===== config.mk =====
export PLATFORM = sky130hd
export DESIGN_NAME = irq_accept_ctrl
export DESIGN_NICKNAME = d
export VERILOG_FILES = /design/src/rtl/irq_accept_pkg.sv /design/src/rtl/irq_cfg_regs.sv /design/src/rtl/irq_pend_flags.sv /design/src/rtl/irq_pick.sv /design/src/rtl/irq_accept_ctrl.sv
export SDC_FILE = /design/constraint.sdc
export NUM_CORES = 1
export LEC_CHECK = 0
export BUFFER_PORTS_ARGS = -buffer_cell sky130_fd_sc_hd__clkbuf_2
export CAP_MARGIN = 40
export CORE_AREA = 4 4 203 106
export DETAILED_ROUTE_END_ITERATION = 12
export DIE_AREA = 0 0 207 110
export MAX_ROUTING_LAYER = met4
export PLACE_DENSITY_LB_ADDON = 0.25
export SLEW_MARGIN = 20
export SYNTH_ARGS = -nofsm -noshare
export SYNTH_HDL_FRONTEND = slang
export SYNTH_SLANG_ARGS = --single-unit

===== constraint.sdc =====
create_clock -name clk -period 7.4 [get_ports clk]
set_input_delay 1.48 -clock clk [delete_from_list [all_inputs] [get_ports clk]]
set_output_delay 1.48 -clock clk [all_outputs]
set_load 0.05 [all_outputs]

===== src/rtl/irq_accept_pkg.sv =====
package irq_accept_pkg;
  typedef enum logic [1:0] {
    OFFER_NONE = 2'd0,
    OFFER_VEC  = 2'd1,
    OFFER_XFER = 2'd2
  } offer_e;

  localparam logic [1:0] REG_DISABLE = 2'd0;
  localparam logic [1:0] REG_ROUTE   = 2'd1;
  localparam logic [1:0] REG_GROUP   = 2'd2;
endpackage


===== src/rtl/irq_cfg_regs.sv =====
module irq_cfg_regs
  import irq_accept_pkg::*;
#(
  parameter int N  = 16,
  parameter int CW = 8,
  localparam int IW = $clog2(N),
  localparam int AW = IW + 1
) (
  input  logic          clk,
  input  logic          rst,
  input  logic          wr_en,
  input  logic [AW-1:0] wr_addr,
  input  logic [N-1:0]  wr_data,
  input  logic          xfer_done_i,
  input  logic [IW-1:0] xfer_idx_i,
  output logic [N-1:0]  disable_o,
  output logic [N-1:0]  route_o,
  output logic [N-1:0]  group_o
);
  logic [CW-1:0] budget_mem [N];
  logic [CW-1:0] budget_rd;
  logic          budget_last;
  logic          sel_cnt;
  logic [N-1:0]  route_nxt;

  assign sel_cnt     = wr_addr[AW-1];
  assign budget_rd   = budget_mem[xfer_idx_i];
  assign budget_last = (budget_rd <= CW'(1));

  // budget storage: one write port, transfer countdown has precedence
  always_ff @(posedge clk) begin
    if (xfer_done_i)
      budget_mem[xfer_idx_i] <= (budget_rd == '0) ? '0 : budget_rd - CW'(1);
    else if (wr_en && sel_cnt)
      budget_mem[wr_addr[IW-1:0]] <= wr_data[CW-1:0];
  end

  always_comb begin
    route_nxt = route_o;
    if (wr_en && !sel_cnt && wr_addr[1:0] == REG_ROUTE)
      route_nxt = wr_data;
    if (xfer_done_i && budget_last)
      route_nxt[xfer_idx_i] = 1'b0;
  end

  always_ff @(posedge clk) begin
    if (rst) begin
      disable_o <= '1;
      route_o   <= '0;
      group_o   <= '0;
    end else begin
      route_o <= route_nxt;
      if (wr_en && !sel_cnt && wr_addr[1:0] == REG_DISABLE) disable_o <= wr_data;
      if (wr_en && !sel_cnt && wr_addr[1:0] == REG_GROUP)   group_o   <= wr_data;
    end
  end


  route_clear_chk: assert property (@(posedge clk) disable iff (rst)
    (xfer_done_i && budget_last) |=> !route_o[$past(xfer_idx_i)]);
endmodule


===== src/rtl/irq_pend_flags.sv =====
module irq_pend_flags #(
  parameter int N = 16,
  localparam int IW = $clog2(N)
) (
  input  logic          clk,
  input  logic          rst,
  input  logic [N-1:0]  req_i,
  input  logic          clr_en_i,
  input  logic [IW-1:0] clr_idx_i,
  output logic [N-1:0]  pend_o
);
  logic [N-1:0] req_prev;
  logic [N-1:0] rise;
  logic [N-1:0] clr_vec;

  assign rise = req_i & ~req_prev;

  always_comb begin
    clr_vec = '0;
    if (clr_en_i) clr_vec[clr_idx_i] = 1'b1;
  end

  always_ff @(posedge clk) begin
    if (rst) begin
      req_prev <= '0;
      pend_o   <= '0;
    end else begin
      req_prev <= req_i;
      pend_o   <= (pend_o & ~clr_vec) | rise;
    end
  end


  pend_clear_chk: assert property (@(posedge clk) disable iff (rst)
    (clr_en_i && !rise[clr_idx_i]) |=> !pend_o[$past(clr_idx_i)]);


  level_no_retrigger_chk: assert property (@(posedge clk) disable iff (rst)
    (!pend_o[0] && req_i[0] && req_prev[0]) |=> !pend_o[0]);
endmodule


===== src/rtl/irq_pick.sv =====
module irq_pick #(
  parameter int N = 16,
  localparam int IW = $clog2(N)
) (
  input  logic [N-1:0]  pend_i,
  input  logic [N-1:0]  disable_i,
  input  logic [N-1:0]  group_i,
  input  logic          urg_act_i,
  input  logic          ord_act_i,
  output logic          cand_valid_o,
  output logic [IW-1:0] cand_idx_o
);
  logic [N-1:0] elig_urg;
  logic [N-1:0] elig_ord;
  logic [N-1:0] elig_sel;

  assign elig_urg = pend_i & ~disable_i & ~group_i & {N{~urg_act_i}};
  assign elig_ord = pend_i & ~disable_i &  group_i & {N{~urg_act_i & ~ord_act_i}};
  assign elig_sel = (|elig_urg) ? elig_urg : elig_ord;

  always_comb begin
    cand_valid_o = |elig_sel;
    cand_idx_o   = '0;
    for (int k = N - 1; k >= 0; k--)
      if (elig_sel[k]) cand_idx_o = IW'(k);
  end
endmodule


===== src/rtl/irq_accept_ctrl.sv =====
module irq_accept_ctrl
  import irq_accept_pkg::*;
#(
  parameter int N  = 16,
  parameter int CW = 8,
  localparam int IW = $clog2(N),
  localparam int AW = IW + 1
) (
  input  logic          clk,
  input  logic          rst,
  input  logic          wr_en,
  input  logic [AW-1:0] wr_addr,
  input  logic [N-1:0]  wr_data,
  input  logic [N-1:0]  req_i,
  output logic          vec_valid_o,
  output logic [IW-1:0] vec_idx_o,
  input  logic          vec_ack_i,
  output logic          ms_req_o,
  output logic [IW-1:0] ms_idx_o,
  input  logic          ms_ack_i,
  input  logic          reti_i,
  output logic          in_svc_o,
  output logic          isp_o
);
  offer_e        offer_q;
  logic [IW-1:0] idx_q;
  logic          urg_act, ord_act;
  logic [N-1:0]  disable_w, route_w, group_w, pend_w;
  logic          cand_valid;
  logic [IW-1:0] cand_idx;
  logic          vec_take, xfer_take;

  assign vec_take  = (offer_q == OFFER_VEC)  && vec_ack_i;
  assign xfer_take = (offer_q == OFFER_XFER) && ms_ack_i;

  irq_cfg_regs #(.N(N), .CW(CW)) u_cfg (
    .clk(clk), .rst(rst), .wr_en(wr_en), .wr_addr(wr_addr), .wr_data(wr_data),
    .xfer_done_i(xfer_take), .xfer_idx_i(idx_q),
    .disable_o(disable_w), .route_o(route_w), .group_o(group_w)
  );

  irq_pend_flags #(.N(N)) u_pend (
    .clk(clk), .rst(rst), .req_i(req_i),
    .clr_en_i(vec_take || xfer_take), .clr_idx_i(idx_q), .pend_o(pend_w)
  );

  irq_pick #(.N(N)) u_pick (
    .pend_i(pend_w), .disable_i(disable_w), .group_i(group_w),
    .urg_act_i(urg_act), .ord_act_i(ord_act),
    .cand_valid_o(cand_valid), .cand_idx_o(cand_idx)
  );

  always_ff @(posedge clk) begin
    if (rst) begin
      offer_q <= OFFER_NONE;
      idx_q   <= '0;
      urg_act <= 1'b0;
      ord_act <= 1'b0;
    end else begin
      if (reti_i) begin
        if (urg_act) urg_act <= 1'b0;
        else         ord_act <= 1'b0;
      end
      case (offer_q)
        OFFER_NONE: if (cand_valid) begin
          idx_q   <= cand_idx;
          offer_q <= route_w[cand_idx] ? OFFER_XFER : OFFER_VEC;
        end
        OFFER_VEC: if (vec_ack_i) begin
          offer_q <= OFFER_NONE;
          if (group_w[idx_q]) ord_act <= 1'b1;
          else                urg_act <= 1'b1;
        end
        OFFER_XFER: if (ms_ack_i) offer_q <= OFFER_NONE;
        default: offer_q <= OFFER_NONE;
      endcase
    end
  end

  assign vec_valid_o = (offer_q == OFFER_VEC);
  assign ms_req_o    = (offer_q == OFFER_XFER);
  assign vec_idx_o   = idx_q;
  assign ms_idx_o    = idx_q;
  assign in_svc_o    = urg_act | ord_act;
  assign isp_o       = !urg_act && ord_act;


  no_disabled_pick_chk: assert property (@(posedge clk) disable iff (rst)
    (offer_q == OFFER_NONE && cand_valid) |-> (!disable_w[cand_idx] && pend_w[cand_idx]));


  vec_hold_chk: assert property (@(posedge clk) disable iff (rst)
    (vec_valid_o && !vec_ack_i) |=> (vec_valid_o && $stable(vec_idx_o)));


  isp_copy_chk: assert property (@(posedge clk) disable iff (rst)
    (vec_valid_o && vec_ack_i && !reti_i) |=> (in_svc_o && isp_o == $past(group_w[idx_q])));


  urgent_block_chk: assert property (@(posedge clk) disable iff (rst)
    (urg_act && offer_q == OFFER_NONE) |=> (offer_q == OFFER_NONE));


  one_offer_chk: assert property (@(posedge clk) disable iff (rst)
    $onehot0({vec_valid_o, ms_req_o}));
endmodule


== After elaboration in Yosys (flattened, before gate mapping) ==
Memory sizes are Yosys's and may differ from the RTL's. A register that Yosys moved wholly into a read port is not among the register bits.
Cells that the tools add are included.

* Memories: 1
* Register bits: 88
* Memory bits (writable): 128
* Output and inout bits: 12

* Eq/ne operators: 7
* Add/sub/neg operators: 1
* Reduce and logical (&&, ||, !) cells: 21
* Mux-type cells: 51
* Magnitude comparators: 4
* Bitwise operators: 18

{| class="wikitable"
|+ Memories
! name !! words !! width !! read ports !! clocked after memory_dff !! write ports !! RTL line !! text
|-
| u_cfg.budget_mem || 16 || 8 || 1 || 1 || 1 || irq_cfg_regs.sv:20 || <nowiki>logic [CW-1:0] budget_mem [N];</nowiki>
|}

{| class="wikitable"
|+ Operator list
! kind !! count
|-
| 16-bit AND || 8
|-
| 16-bit inverter || 5
|-
| 4-bit 2-to-1 mux || 19
|-
| 16-bit 2-to-1 mux || 4
|-
| 16-bit OR reduction || 2
|-
| 1-bit 2-to-1 mux || 18
|-
| 8-bit 2-to-1 mux || 2
|-
| 16-bit OR || 1
|-
| 1-bit logical AND || 10
|-
| 4-bit by 5-bit < comparator with 1-bit output (second input constant) || 2
|-
| 1-bit binary-select mux with 4-bit select || 2
|-
| 8-bit by 1-bit <= comparator with 1-bit output (second input constant) || 1
|-
| 8-bit zero test || 1
|-
| 2-bit 2-to-1 mux || 4
|-
| 8-bit OR reduction || 1
|-
| 8-bit by 1-bit subtractor with 8-bit output (second input constant) || 1
|-
| 2-bit one-hot mux with 3 select lines || 1
|-
| 1-bit demux with 4-bit select || 1
|-
| 2-bit by 1-bit equality test with 1-bit output (second input constant) || 2
|-
| 2-bit equality test (second input constant) || 2
|-
| 4-bit by 1-bit >= comparator with 1-bit output (second input constant) || 1
|-
| 2-bit zero test || 2
|-
| 2-bit by 1-bit inequality test with 1-bit output (second input constant) || 2
|-
| 3-bit AND reduction || 1
|-
| other kinds (7) || 9
|}

== Depth between registers and ports, before layout ==
* Word-level depth: 27
* Mapped depth: 11
* Gate-level depth less buffers: 10

== Hierarchy ==
Synthesis repeated with hierarchy kept, for this count alone.

* Cell total of the unflattened synthesis: 784
* Area, all modules: 9734.3 um^2

{| class="wikitable"
|+ Modules (own cells, without submodules)
! module !! area each (um^2) !! cells each !! times used
|-
| irq_cfg_regs || 7236.9 || 507 || 1
|-
| irq_pend_flags || 1069.8 || 107 || 1
|-
| irq_pick || 820.8 || 118 || 1
|-
| irq_accept_ctrl || 606.8 || 52 || 1
|}

== Least setup slack after synthesis ==
OpenSTA, ideal clock, no wires.

* Kind: register to register
* From: register with a tool-made name
* To: memory u_cfg.budget_mem[0][6] (data pin)
* Path slack: 3.950 ns
* Data arrival time: 3.167 ns
* Path buffers: 2
* Clock period less this slack: 3.450 ns
* Stages on the path, launching flop included: 10
* Required time: 7.116 ns
* Path through: dfxtp_1 -> clkbuf_1 -> clkbuf_1 -> mux4_2 -> mux4_2 -> nor2_1 -> nand2_1 -> or3_1 -> mux2i_1 -> o21ai_1

{| class="wikitable"
|+ RTL lines
! item !! RTL line
|-
| end, declared || irq_cfg_regs.sv:20
|}

== Worst setup path in the final report ==
* From: register urg_act
* To: register offer_q[1]

* Longest elaborated chain between the ends: 25
* Elaborated cells between the ends (all ways): 30
* Those cells by class: eq/ne (1); mux (22); bitwise (4); reduce/logical (3)

{| class="wikitable"
|+ Ends and longest elaborated chain
! item !! RTL line !! text
|-
| start, declared || irq_accept_ctrl.sv:27 || <nowiki>logic urg_act, ord_act;</nowiki>
|-
| start signal, assigned || irq_accept_ctrl.sv:57 || <nowiki>urg_act <= 1'b0;</nowiki>
|-
| start signal, assigned || irq_accept_ctrl.sv:61 || <nowiki>if (urg_act) urg_act <= 1'b0;</nowiki>
|-
| start signal, assigned || irq_accept_ctrl.sv:72 || <nowiki>else urg_act <= 1'b1;</nowiki>
|-
| 1-bit inverter * || irq_pick.sv:17, irq_pick.sv:18 ||
|-
| 16-bit AND / 1-bit AND (equally long branches) || irq_pick.sv:17, irq_pick.sv:18 ||
|-
| 16-bit OR reduction / 16-bit AND (equally long branches) || irq_pick.sv:19, irq_pick.sv:18 ||
|-
| 16-bit 2-to-1 mux * || irq_pick.sv:19 || <nowiki>assign elig_sel = (|elig_urg) ? elig_urg : elig_ord;</nowiki>
|-
| 4-bit 2-to-1 mux (16 in a row) || irq_pick.sv:25 || <nowiki>if (elig_sel[k]) cand_idx_o = IW'(k);</nowiki>
|-
| 1-bit binary-select mux with 4-bit select || irq_accept_ctrl.sv:67 || <nowiki>offer_q <= route_w[cand_idx] ? OFFER_XFER : OFFER_VEC;</nowiki>
|-
| 1-bit 2-to-1 mux (implied by the code) || irq_accept_ctrl.sv:67 ||
|-
| 2-bit 2-to-1 mux || irq_accept_ctrl.sv:67 ||
|-
| 2-bit 2-to-1 mux || irq_accept_ctrl.sv:65 || <nowiki>OFFER_NONE: if (cand_valid) begin</nowiki>
|-
| 2-bit one-hot mux with 3 select lines || irq_accept_ctrl.sv:64 || <nowiki>case (offer_q)</nowiki>
|-
| end signal, assigned || irq_accept_ctrl.sv:67 ||
|-
| end, declared || irq_accept_ctrl.sv:25 || <nowiki>offer_e offer_q;</nowiki>
|}

Every way passes the cells marked *; elsewhere a longest branch is shown, timed or not. The select of a mux whose other input is x is not followed.
A chain may end at the register's enable or synchronous reset.

==> out/metrics.cfg <==
[route]
drt-pass1-iter-count=5
wl_met3_microns=1899
route.antenna.remaining_nets=0
routed-via-count=6863
avgRoutedWirePerCell_microns=22.77
detail_route.iter0.violations=726
routed.top_layer=met4
wl_met1_microns=10920
routed-wl-met2_microns=12510
post-route-drc-count=0
detail_route.wirelength_microns=25800
drt-vias-per-instance=6.057

[die]
boundaryPins=55
dieHeight_microns=110
die_width_microns=207
core_area_sq_um=19460
area_of_the_die_sq_um=22770
initial_utilization_pct=50.03
floorplan.rows=36

[min_path]
min_path_type=register to register
worstHoldPathCells=2
hold_path.startpoint=u_cfg.route_o[7]
worstHoldEndpoint=u_cfg.route_o[7]

[global_routing]
wire_length_of_the_first_global_routing_pass_microns=39290
number_of_global_route_vias_before_repair=6489
gr-usage-all-layers_pct=23.01
globalRouteOverflowTotal=0
grt_antenna_before_repair=0
maximum_number_of_pins_on_one_net_before_global_route_repair=90

[finish]
final_area_sq_um=10970
final_layout_size_suffix_gt1_share_pct=18.80
utilization_pct=56.37
finish.net_count=898
syn_to_final_growth_pct=12.66
antennaDiodeCount=0
final_cells=1133

[synthesis]
synth_sequential_area_ratio_pct=58.40
synth-main-ff-cell=edfxtp_1
synth_nets=846
synth_cells=801
synth-edff-count=128
yosysWarnings=0
avgSynthCellArea_sq_um=12.15
yosys_register_bits=220
syn-cell-area_sq_um=9736
ys_async_sr_fraction_pct=0
synth.distinct_cells=62

[placed_design]
place.detailed.instances=1096
gp_congestion=0.9571
port-buffer-count=54
placed_area_sq_um=10300
detailedPlacementHpwl_microns=17650
preCtsSetupSlack_ns=3.345

[pwr]
pwr_density_cell_nw_per_um2=248.7
worst_ir_drop_vdd_mv=0.1016
power.leakage_nw=3.662

[timing]
skew_ns=0.02286
endpoints_failing_setup=0
final-hold-violation-count=0
worstMarginPinSlew_ns=0.8450
min_period_ns=3.848
min_setup_slack_post_route_ns=3.552
unrepaired_setup_endpoints_after_global_routing=false
fmaxAchievable_mhz=259.9
timing_max_transition_violations_final=0
finalCritPeriodShare_pct=52.00
fin_setup_tns_ns=0
timing.max_slew.rel_slack_pct=43.59

[clock_network]
cts_max_path_buffers=3
tritoncts=built
ctsRootBufferMaster=clkbuf_16
clk_pin_slew_worst_paths_ns=0.07
cts_post_setup_buffers_inserted=0
cts-resized-gates=0
ctsHoldBuffers=0
cts.htree.levels=1
clock_latency_reported_for_the_late_side_of_the_worst_skew_pair_ns=0.51
tritoncts.num_buffers=20
numClockSinks=220

[critical_path]
crit_arrival_ns=4.30
timing.critical_path.cells=or2_1 -> nor4_1 -> nand4_1 -> nor2_1 -> a21oi_1 -> o32a_1 -> o21ai_0 -> a31oi_1 -> mux2_2 -> o21ai_1
worst-setup-path-type=register to register
reg2reg_setup_slack_ns=3.55
timing.critical_path.to_type=register
rr_worst_depth=10
crit_buf_inv=0
worstPathMaxFanout=24
critPathTopFamily=simple AND/OR/NAND/NOR gates
worst-endpoint-required_ns=7.85
crit-reg2reg-capture=offer_q[1]
timing.rr.start=urg_act
critPathMaxStageDelay_ns=0.77
crit_path_start_kind=register
timing.critical_path.slowest_stage_cell=nor2_1

[status]
status=complete, no violations

[run]
max-cap-violations=0

-- cells in the final DEF, fill, tap and decap left out, types with 3 or more instances in the layout --
cell type	Yosys	routed
buf_4	6	13
edfxtp_1	128	128
o31ai_1	5	5
or3b_2	5	5
clkinvlp_4	0	3
and2_1	10	10
nor2b_1	43	43
nand3_1	8	8
xnor2_1	3	3
a211oi_1	4	4
or3_1	3	3
o32ai_1	3	3
inv_1	15	15
or2_2	4	4
clkbuf_2	0	54
nand2_1	104	104
a31oi_1	4	4
mux4_2	45	45
o21a_1	7	7
a221o_1	4	4
nor3_1	9	8
dfxtp_1	92	91
o211ai_1	3	3
clkbuf_1	30	7
a211o_1	17	17
a21oi_1	57	57
nand2b_1	31	31
nand3b_1	5	5
o21ai_0	30	30
nor2_1	49	49
nor3b_1	9	8
mux2i_1	4	4
o21ai_1	3	3
a221oi_1	19	19
clkbuf_16	0	20
-- through the flow --
| stage | total power [mW] | hold slack [ns] |
|---|---|---|
| floorplan | 1.594 | 0.4486 |
| global placement | 1.712 | 0.4633 |
| detailed placement | 1.718 | 0.4635 |
| CTS | 2.734 | 0.4753 |
| global route | 2.819 | 0.4945 |
| finish | 2.728 | 0.4764 |
-- metal layers --
layer | GRT usage (%) | vias to the layer above
met5 | - | -
met3 | 3.478 | 40
li1 | - | 3100
met1 | 30.27 | 3413
met4 | 3.819 | 0
met2 | 39.52 | 310
-- worst max-delay path by stage --
stage          slack [ns]  cells past startpoint                       to        startpoint
6_report             3.55                     10               offer_q[1]           urg_act
3_5_place_dp         3.34                      6   u_cfg.budget_mem[0][6]          ms_ack_i
4_1_cts              3.63                     10               offer_q[1]           urg_act
2_1_floorplan        3.95                      9   u_cfg.budget_mem[0][6]          register
5_1_grt              3.31                     10               offer_q[1]  u_cfg.group_o[2]
3_3_place_gp         3.51                      6  u_cfg.budget_mem[12][5]          ms_ack_i
-- report_power, final --
| group | total, mW | switching (mW) | internal, mW | leakage (nW) |
|---|---|---|---|---|
| combinational | 0.309 | 0.204 | 0.105 | 1.45 |
| clock | 1.03 | 0.456 | 0.576 | 0.300 |
| sequential | 1.39 | 0.0271 | 1.36 | 1.91 |
-- tightest hold or removal path: cells and delay by family, from the launching register on --
kind,cells,cell delay (ns)
flip-flops,1,0.31
AO/OA/AOI/OAI,1,0.06
AND/OR/NAND/NOR,1,0.05
-- cell families (layout without fill, tap and decap cells) --
family | Yosys count | in the layout | share of synthesized area, %
buffers and inverters | 57 | 123 | 2.609
and+or+nand+nor | 293 | 293 | 15.29
DFF | 220 | 220 | 58.40
muxes | 50 | 50 | 10.94
adders and majority gates | 2 | 2 | 0.2570
AOI/OAI and AO/OA | 176 | 176 | 12.23
xor gates and xnor gates | 3 | 3 | 0.2699
-- layout make-up --
type	count	area, sq um
Fill cell	1631	8491
Sequential cell	220	5687
Multi-Input combinational cell	524	3806
Clock buffer	27	526.8
Timing Repair Buffer	71	442.9
Tap cell	266	332.8
Clock inverter	9	112.6
Inverter	16	60.06
-- sequential cells by signal (all words and copies together) (netlist names), named ones only --
register / cells
ord_act: 1
u_pend.req_prev: 16
urg_act: 1
u_cfg.route_o: 16
offer_q: 2
u_cfg.disable_o: 16
u_cfg.group_o: 16
u_pend.pend_o: 16
ms_idx_o: 4
u_cfg.budget_mem: 128
-- cell usage after synthesis, drive strengths merged (4+ instances only) --
library cell / count / area, sq um
edfxtp: 128 / 3844
nand2: 104 / 390.4
dfxtp: 92 / 1842
a21oi: 57 / 285.3
nor2: 49 / 183.9
mux4: 45 / 1013
nor2b: 43 / 269.0
o21ai: 33 / 165.1
nand2b: 31 / 193.9
clkbuf: 30 / 112.6
a221oi: 19 / 166.4
a211o: 17 / 148.9
inv: 15 / 56.30
buf: 11 / 81.32
and2: 10 / 62.56
nor3: 10 / 55.05
nor3b: 9 / 67.56
nand3: 8 / 40.04
o21a: 7 / 52.55
or2: 6 / 37.53
or3b: 6 / 52.55
nand3b: 5 / 37.54
o31ai: 5 / 37.54
a211oi: 4 / 30.03
a221o: 4 / 40.04
a31oi: 4 / 25.02
mux2i: 4 / 40.04
Power figures use the tool's default switching activity.
